### src/rtl/pair_pkg.sv
package pair_pkg;
  typedef struct packed {
    logic raw;
    logic waw;
  } hazard_t;

  typedef struct packed {
    logic iu;
    logic iv;
    logic hv;
  } verdict_t;
endpackage

### src/rtl/pair_dep_check.sv
module pair_dep_check #(
  parameter int REG_W = 5
) (
  input  logic             u_wen,
  input  logic [REG_W-1:0] u_dst,
  input  logic             v_wen,
  input  logic [REG_W-1:0] v_dst,
  input  logic [REG_W-1:0] v_src0,
  input  logic [REG_W-1:0] v_src1,
  output pair_pkg::hazard_t haz
);
  localparam int NSRC = 2;
  logic [REG_W-1:0] srcs [NSRC];
  logic [NSRC-1:0]  hit;
  logic             u_writes;

  assign srcs[0]  = v_src0;
  assign srcs[1]  = v_src1;
  assign u_writes = u_wen && (u_dst != '0);

  for (genvar g = 0; g < NSRC; g++) begin : g_src
    assign hit[g] = u_writes && (srcs[g] == u_dst);
  end

  always_comb begin
    haz.raw = |hit;
    haz.waw = u_writes && v_wen && (v_dst == u_dst);
  end
endmodule

### src/rtl/pair_cap_check.sv
module pair_cap_check #(
  parameter int CLS_W = 2,
  parameter logic [(1<<CLS_W)-1:0] V_CLASS_MASK = 4'b0011
) (
  input  logic             u_both,
  input  logic             v_both,
  input  logic             v_vpipe_ok,
  input  logic [CLS_W-1:0] v_cls,
  output logic             cap_ok
);
  localparam int NCLS = 1 << CLS_W;
  logic [NCLS-1:0] cls_hot;

  for (genvar c = 0; c < NCLS; c++) begin : g_cls
    assign cls_hot[c] = (v_cls == c[CLS_W-1:0]) && V_CLASS_MASK[c];
  end

  assign cap_ok = v_vpipe_ok && (|cls_hot) && !u_both && !v_both;
endmodule

### src/rtl/pair_issue_gate.sv
module pair_issue_gate #(
  parameter int REG_W = 5,
  parameter int CLS_W = 2,
  parameter logic [(1<<CLS_W)-1:0] V_CLASS_MASK = 4'b0011
) (
  input  logic             clk,
  input  logic             rst,
  input  logic             stall,
  input  logic             u_valid,
  input  logic [REG_W-1:0] u_dst,
  input  logic [REG_W-1:0] u_src0,
  input  logic [REG_W-1:0] u_src1,
  input  logic             u_wen,
  input  logic [CLS_W-1:0] u_cls,
  input  logic             u_both,
  input  logic             u_vpipe_ok,
  input  logic             v_valid,
  input  logic [REG_W-1:0] v_dst,
  input  logic [REG_W-1:0] v_src0,
  input  logic [REG_W-1:0] v_src1,
  input  logic             v_wen,
  input  logic [CLS_W-1:0] v_cls,
  input  logic             v_both,
  input  logic             v_vpipe_ok,
  output logic             issue_u,
  output logic             issue_v,
  output logic             hold_v
);
  import pair_pkg::*;

  hazard_t  haz;
  logic     cap_ok;
  logic     pair_ok;
  verdict_t nxt;
  verdict_t cur;
  logic     unused_ok;

  assign unused_ok = ^{u_src0, u_src1, u_cls, u_vpipe_ok};

  pair_dep_check #(.REG_W(REG_W)) i_dep (
    .u_wen (u_wen),
    .u_dst (u_dst),
    .v_wen (v_wen),
    .v_dst (v_dst),
    .v_src0(v_src0),
    .v_src1(v_src1),
    .haz   (haz)
  );

  pair_cap_check #(.CLS_W(CLS_W), .V_CLASS_MASK(V_CLASS_MASK)) i_cap (
    .u_both    (u_both),
    .v_both    (v_both),
    .v_vpipe_ok(v_vpipe_ok),
    .v_cls     (v_cls),
    .cap_ok    (cap_ok)
  );

  assign pair_ok = u_valid && v_valid && cap_ok && !haz.raw && !haz.waw;

  always_comb begin
    if (stall) begin
      nxt.iu = 1'b0;
      nxt.iv = 1'b0;
      nxt.hv = v_valid;
    end else begin
      nxt.iu = u_valid;
      nxt.iv = pair_ok;
      nxt.hv = v_valid && !pair_ok;
    end
  end

  always_ff @(posedge clk) begin
    if (rst) cur <= '0;
    else     cur <= nxt;
  end

  assign issue_u = cur.iu;
  assign issue_v = cur.iv;
  assign hold_v  = cur.hv;
endmodule

### config.mk
export PLATFORM = sky130hd
export DESIGN_NAME = pair_issue_gate
export DESIGN_NICKNAME = d
export VERILOG_FILES = /design/src/rtl/pair_pkg.sv /design/src/rtl/pair_dep_check.sv /design/src/rtl/pair_cap_check.sv /design/src/rtl/pair_issue_gate.sv
export SDC_FILE = /design/constraint.sdc
export NUM_CORES = 1
export LEC_CHECK = 0
export ABC_AREA = 1
export BUFFER_PORTS_ARGS = -buffer_cell sky130_fd_sc_hd__buf_2
export CORE_AREA = 4 4 41 43
export CTS_BUF_LIST = sky130_fd_sc_hd__clkbuf_4 sky130_fd_sc_hd__clkbuf_8 sky130_fd_sc_hd__clkbuf_16
export CTS_CLUSTER_DIAMETER = 30
export DETAILED_ROUTE_END_ITERATION = 16
export DIE_AREA = 0 0 45 47
export PLACE_DENSITY = 0.77
export SYNTH_ARGS = -nofsm -noshare
export SYNTH_HDL_FRONTEND = slang
export SYNTH_HIERARCHICAL = 1
export SYNTH_SLANG_ARGS = --single-unit
export TNS_END_PERCENT = 1
### constraint.sdc
create_clock -name clk -period 0.89 [get_ports clk]
set_input_delay 0.0445 -clock clk [delete_from_list [all_inputs] [get_ports clk]]
set_output_delay 0.0445 -clock clk [all_outputs]
set_load 0.01 [all_outputs]
==> flow_summary.yaml, run 1 <==
outcome:
  outcome: "completed"
job:
  maxCapViolations: 0
floorplanning:
  chipHeight_um: 47
  die_w_um: 45
  core.rowCount: 13
  top_level_ports: 48
  start_util: 0.3144
  core_um2: 1301
  floorplan.die_area_um2: 2115
routing:
  wl_per_cell_um: 8.088
  avgViaCountPerCell: 4.109
  postRouteWirelength_um: 1108
  dr.first_iter.drc_count: 2
  drcViolationCount: 0
  dr_vias: 563
  antenna_left: 0
  drt_pass1_iterations: 2
worst_setup_path:
  timing.critical_path.to_type: "flip-flop"
  arrival_ps: 960
  worstPathRequired_ps: 1020
  critical_path.max_fanout: 2
  setup.worst_path.class: "input port to flip-flop"
  timing.critical_path.from_type: "input port"
placed_design:
  dpl_cell_area_um2: 600.6
  port_buffers: 33
  cell_count_after_placement: 132
  gpl.final_weighted_congestion: 0.7406
  hpwlAfterDp_um: 998.6
yosys:
  syn-instance-count: 83
  syn-num-nets: 128
  mappedNetlistArea_um2: 409.1
  synth.top_cells.by_area: "sky130_fd_sc_hd__nand2_1 (30%), sky130_fd_sc_hd__dfxtp_1 (15%), sky130_fd_sc_hd__inv_1 (15%)"
  ys_seq_area_frac: 0.1468
  synth_top_area_cell: "sky130_fd_sc_hd__nand2_1"
  postSynthRegisterBits: 3
  avgSynthCellArea_um2: 4.929
  synth_top_cell_area_share: 0.3028
  yosys.cell_types.count: 13
  yosys_warnings: 6
grt:
  via_count_of_the_first_global_routing_pass: 459
  largest_net_degree_at_the_start_of_global_routing: 7
  grt_pass1_wl_um: 1656
  track_usage: 0.1034
  grt-ovfl-total: 0
  number_of_antenna_violations_at_the_first_check_in_global_routing: 0
clocking:
  cts.reportedPaths.clkPinSlew_ps: 40
  clk_path_buf_depth: 2
  cts.sinks: 3
  tritoncts: "yes"
  clock-root-buffer: "sky130_fd_sc_hd__clkbuf_4"
  cts_made_buffers: 3
  htreeDepth: 1
layout:
  instances_no_fill: 137
  final_area_um2: 643.1
  area_growth_pct: 57.19
  antenna_cells: 0
  drive_above_1_share: 0.3689
  final_net_count: 168
timing:
  timing_hold_violations_final: 0
  timing.slew.headroom: 0.8955
  max_freq_mhz: 1208
  min_period_over_period: 0.9302
  max_slew.worst_pin.slew_ps: 155.1
  layout_min_cycle_time_ps: 827.9
  maxSlewViolCount: 0
  final_count_of_negative_setup_slack_endpoints: 0
  fin_worst_hold_slack_ps: 10.15
min_path:
  holdCritPathClass: "input port to flip-flop"
pwr:
  peakVddDrop_v: 0.0008096
  powerDensity_nw_per_um2: 949.9
  cellLeakagePower_nw: 0.4197
## state kept, by name, indices dropped and copies added, names as in the netlist
signal,cells
issue_v,1
hold_v,1
issue_u,1
## logic make-up after synthesis
| family | Yosys count | share of synthesized area |
|---|---|---|
| compound gates | 3 | 0.03669 |
| buf+inv | 19 | 0.1743 |
| flops | 3 | 0.1468 |
| simple gates | 53 | 0.5352 |
| xor+xnor | 5 | 0.1070 |
## layout make-up
| cell class | count | area [um^2] |
|---|---|---|
| Fill cell | 154 | 658.1 |
| Multi-Input combinational cell | 61 | 280.3 |
| Timing Repair Buffer | 35 | 182.7 |
| Inverter | 19 | 71.32 |
| Sequential cell | 3 | 60.06 |
| Clock buffer | 4 | 30.03 |
| Tap cell | 15 | 18.77 |
## cells in the mapped netlist
library cell	number
sky130_fd_sc_hd__nand2_1	33
sky130_fd_sc_hd__inv_1	16
sky130_fd_sc_hd__nor2_1	12
sky130_fd_sc_hd__nand3_1	4
sky130_fd_sc_hd__xnor2_1	4
sky130_fd_sc_hd__dfxtp_1	3
sky130_fd_sc_hd__inv_2	3
sky130_fd_sc_hd__nor2_2	2
sky130_fd_sc_hd__o21ai_0	2
sky130_fd_sc_hd__nand3_2	1
sky130_fd_sc_hd__nor3b_1	1
sky130_fd_sc_hd__o21ai_1	1
sky130_fd_sc_hd__xor2_1	1
## where the power goes
group,switching [W],internal [W]
Sequential,0.000000667,0.000140
Combinational,0.000102,0.000104
Clock,0.0000671,0.000198
Total,0.000170,0.000441
## metrics by stage
stage | utilization | power, W | setup WS (ps) | TNS [ps]
2_1_floorplan | - | 0.0002391 | 68.84 | 0
3_3_place_gp | 0.4615 | 0.0003395 | -114.6 | -167.3
3_5_place_dp | 0.4615 | 0.0003442 | -141.5 | -219.7
4_1_cts | 0.4923 | 0.0006185 | 37.72 | 0
5_1_grt | 0.4942 | 0.0006574 | -7.148 | -7.148
6_report | 0.4942 | 0.0006109 | 62.14 | 0
## layout by cell type (no fill, tap or decap)
cell,n
sky130_fd_sc_hd__nand2_1,33
sky130_fd_sc_hd__buf_2,33
sky130_fd_sc_hd__inv_1,16
sky130_fd_sc_hd__nor2_1,11
sky130_fd_sc_hd__clkbuf_4,4
sky130_fd_sc_hd__nand3_1,4
sky130_fd_sc_hd__xnor2_1,4
sky130_fd_sc_hd__nor2_2,3
sky130_fd_sc_hd__dfxtp_1,3
sky130_fd_sc_hd__inv_2,3
sky130_fd_sc_hd__o21ai_0,2
sky130_fd_sc_hd__nand3_2,1
sky130_fd_sc_hd__nor3b_1,1
sky130_fd_sc_hd__dlygate4sd3_1,1
sky130_fd_sc_hd__xor2_1,1
sky130_fd_sc_hd__o21ai_1,1
sky130_fd_sc_hd__buf_4,1
## worst paths after layout
check / from / to / slack (ps) / depth (start not counted)
worst max-delay path: stall / hold_v$_SDFF_PP0_ / 60 / 6
worst min-delay path: rst / issue_v$_SDFF_PP0_ / 10 / 2
## metal layers
layer	wire length (um)	track usage
met5	0	0
met4	0	0.01754
met3	75	0.01533
met2	569	0.2119
met1	463	0.1111
## worst max-delay path, cell delays in order
cell                            delay (ps)
sky130_fd_sc_hd__dlygate4sd3_1         520
sky130_fd_sc_hd__buf_2                 130
sky130_fd_sc_hd__nor2_2                 90
sky130_fd_sc_hd__nand3_2                80
sky130_fd_sc_hd__nand2_1                60
sky130_fd_sc_hd__inv_1                  30
## what timing repair did
item / 4_1_cts / 5_1_grt
setup buffers: 0 / 0
gates resized for setup: 0 / 1
hold buffers: 1 / 0
endpoints found under the setup margin: 0 / 1
endpoints found under the hold margin: 1 / 0
Power figures use the tool's default switching activity.
==> run 2, diff against run 1 <==
Clock period 0.89 ns to 1.04 ns, I/O delays scaled along.
==> run 2 against run 1 <==
  * Via count is 3.9% higher
  * Clock power is 14% lower
  * Highest routed layer is now met4
  * Final cell count unchanged
  * Total power down 14%
  * Critical path depth increased by 5
  * Largest cell class unchanged
  * Critical path type unchanged
  * Combinational power shrank 14%
  * Sequential share of layout area grew 0.073 points
  * Die area unchanged
==> flow_summary.yaml, run 2 (synthesis results as in run 1) <==
outcome:
  outcome: "completed"
timing:
  max_slew.worst_pin.slew_ps: 139.5
  setup_tns_ps: 0
  fin_worst_hold_slack_ps: 10.50
  maxSlewViolCount: 0
  min_period_over_period: 0.7718
  final_count_of_negative_setup_slack_endpoints: 0
  timing.slew.headroom: 0.9060
  timing_hold_violations_final: 0
  grt_setup_unrepaired: "false"
  max_freq_mhz: 1246
  layout_min_cycle_time_ps: 802.7
placed_design:
  gpl.final_weighted_congestion: 0.7660
  port_buffers: 33
  dpl_cell_area_um2: 608.1
  hpwlAfterDp_um: 1050
job:
  maxCapViolations: 0
min_path:
  holdCritPathClass: "input port to flip-flop"
layout:
  final_area_um2: 638.1
  antenna_cells: 0
  drive_above_1_share: 0.3689
  area_growth_pct: 55.96
  commonest_cells_after_routing_fill_and_taps_aside: "sky130_fd_sc_hd__nand2_1 (33), sky130_fd_sc_hd__buf_2 (33), sky130_fd_sc_hd__inv_1 (16), sky130_fd_sc_hd__nor2_1 (12)"
  fin_util: 0.4904
  final_net_count: 168
worst_setup_path:
  arrival_ps: 930
  cpMaxStageDelayCell: "sky130_fd_sc_hd__buf_2"
  setup.worst_path.class: "input port to flip-flop"
  critical_path_s_most_frequent_cell: "sky130_fd_sc_hd__nand2_1"
  timing.critical_path.from_type: "input port"
  crit_path_max_incr_delay_ps: 130
  worstPathRequired_ps: 1170
  critical_path.max_fanout: 4
  critPathCapture: "hold_v$_SDFF_PP0_"
  timing.critical_path.to_type: "flip-flop"
  cp_cell_sequence: "buf_2, nor2_1, nand3_1, nand2_1, inv_1, nand3_1, nand2_1, nor2_1, nand3_2, nand2_1, inv_1"
  worstSetupStartpoint: "u_dst[4]"
pwr:
  cellInternalPower_w: 0.0003776
  comb_power_share: 0.335
  cellLeakagePower_nw: 0.4200
  p_sw_frac: 0.2803
  peakVddDrop_v: 0.0005030
  total_switching_power_w: 0.0001471
  pwr-share-seq: 0.229
  power.share.clock: 0.436
  powerDensity_nw_per_um2: 822.3
grt:
  grt_pass1_wl_um: 1773
  via_count_of_the_first_global_routing_pass: 517
  track_usage: 0.1104
  grt-ovfl-total: 0
  largest_net_degree_at_the_start_of_global_routing: 7
  number_of_antenna_violations_at_the_first_check_in_global_routing: 0
clocking:
  clk_path_buf_depth: 2
  tritoncts: "yes"
  cts.sinks: 3
  cts.reportedPaths.clkPinSlew_ps: 40
  cts_made_buffers: 3
  cts_hold_repair.buffers: 0
  post_cts.repair.setup_buffers: 0
  clock-root-buffer: "sky130_fd_sc_hd__clkbuf_4"
  htreeDepth: 1
  post_cts_resized: 0
floorplanning:
  top_level_ports: 48
  chipHeight_um: 47
  core_um2: 1301
  start_util: 0.3144
  floorplan.die_area_um2: 2115
  core.rowCount: 13
  die_w_um: 45
routing:
  drcViolationCount: 0
  highest-signal-layer: "met4"
  dr_vias: 585
  detail_route.wirelength.met1_um: 418
  dr.first_iter.drc_count: 5
  avgViaCountPerCell: 4.270
  wl_per_cell_um: 8.474
  postRouteWirelength_um: 1161
  drt_pass1_iterations: 3
  antenna_left: 0
  route.met3.wl_um: 99
  routed-wl-met2_um: 635
-- run 2: power groups by stage --
stage / logic, W / registers, W / clock network (W)
floorplan: 0.0000804 / 0.000124 / 0
global placement: 0.000171 / 0.000122 / 0
detailed placement: 0.000177 / 0.000122 / 0
CTS: 0.000178 / 0.000120 / 0.000237
global route: 0.000198 / 0.000120 / 0.000247
finish: 0.000176 / 0.000120 / 0.000229
-- run 2: metal layers --
metal  vias up  global-route usage
li1        316                   -
met1       246              0.1041
met2        21              0.2232
met3         2             0.03448
met4         0             0.03509
met5         -                   0
-- run 2: worst min-delay path by stage --
stage,start,end,slack [ps],depth (start not counted)
floorplan,rst,issue_v$_SDFF_PP0_,120,1
global placement,rst,issue_v$_SDFF_PP0_,250,2
detailed placement,stall,issue_u$_SDFF_PP0_,250,2
CTS,rst,issue_v$_SDFF_PP0_,6,2
global route,stall,issue_u$_SDFF_PP0_,7,2
finish,rst,issue_v$_SDFF_PP0_,10,2
-- run 2: metrics by stage --
stage / power (W) / setup WS, ps / instances
3_5_place_dp: 0.0002986 / -14.39 / 133
2_1_floorplan: 0.0002047 / 211.3 / 83
4_1_cts: 0.0005349 / 222.6 / 137
3_3_place_gp: 0.0002925 / -10.32 / 133
5_1_grt: 0.0005651 / 130.5 / 137
6_report: 0.0005247 / 237.3 / 137
-- run 2: critical path, delay by kind of cell --
family | cells | cell delay, ps
simple gates | 8 | 660
buf+inv | 3 | 210
-- run 2: cell type report --
type	count	area [um^2]
fillers	157	663.1
multi-input cells	61	277.8
repair buffers	35	180.2
inverters	19	71.32
flip-flops and latches	3	60.06
clock buffers	4	30.03
well taps	15	18.77
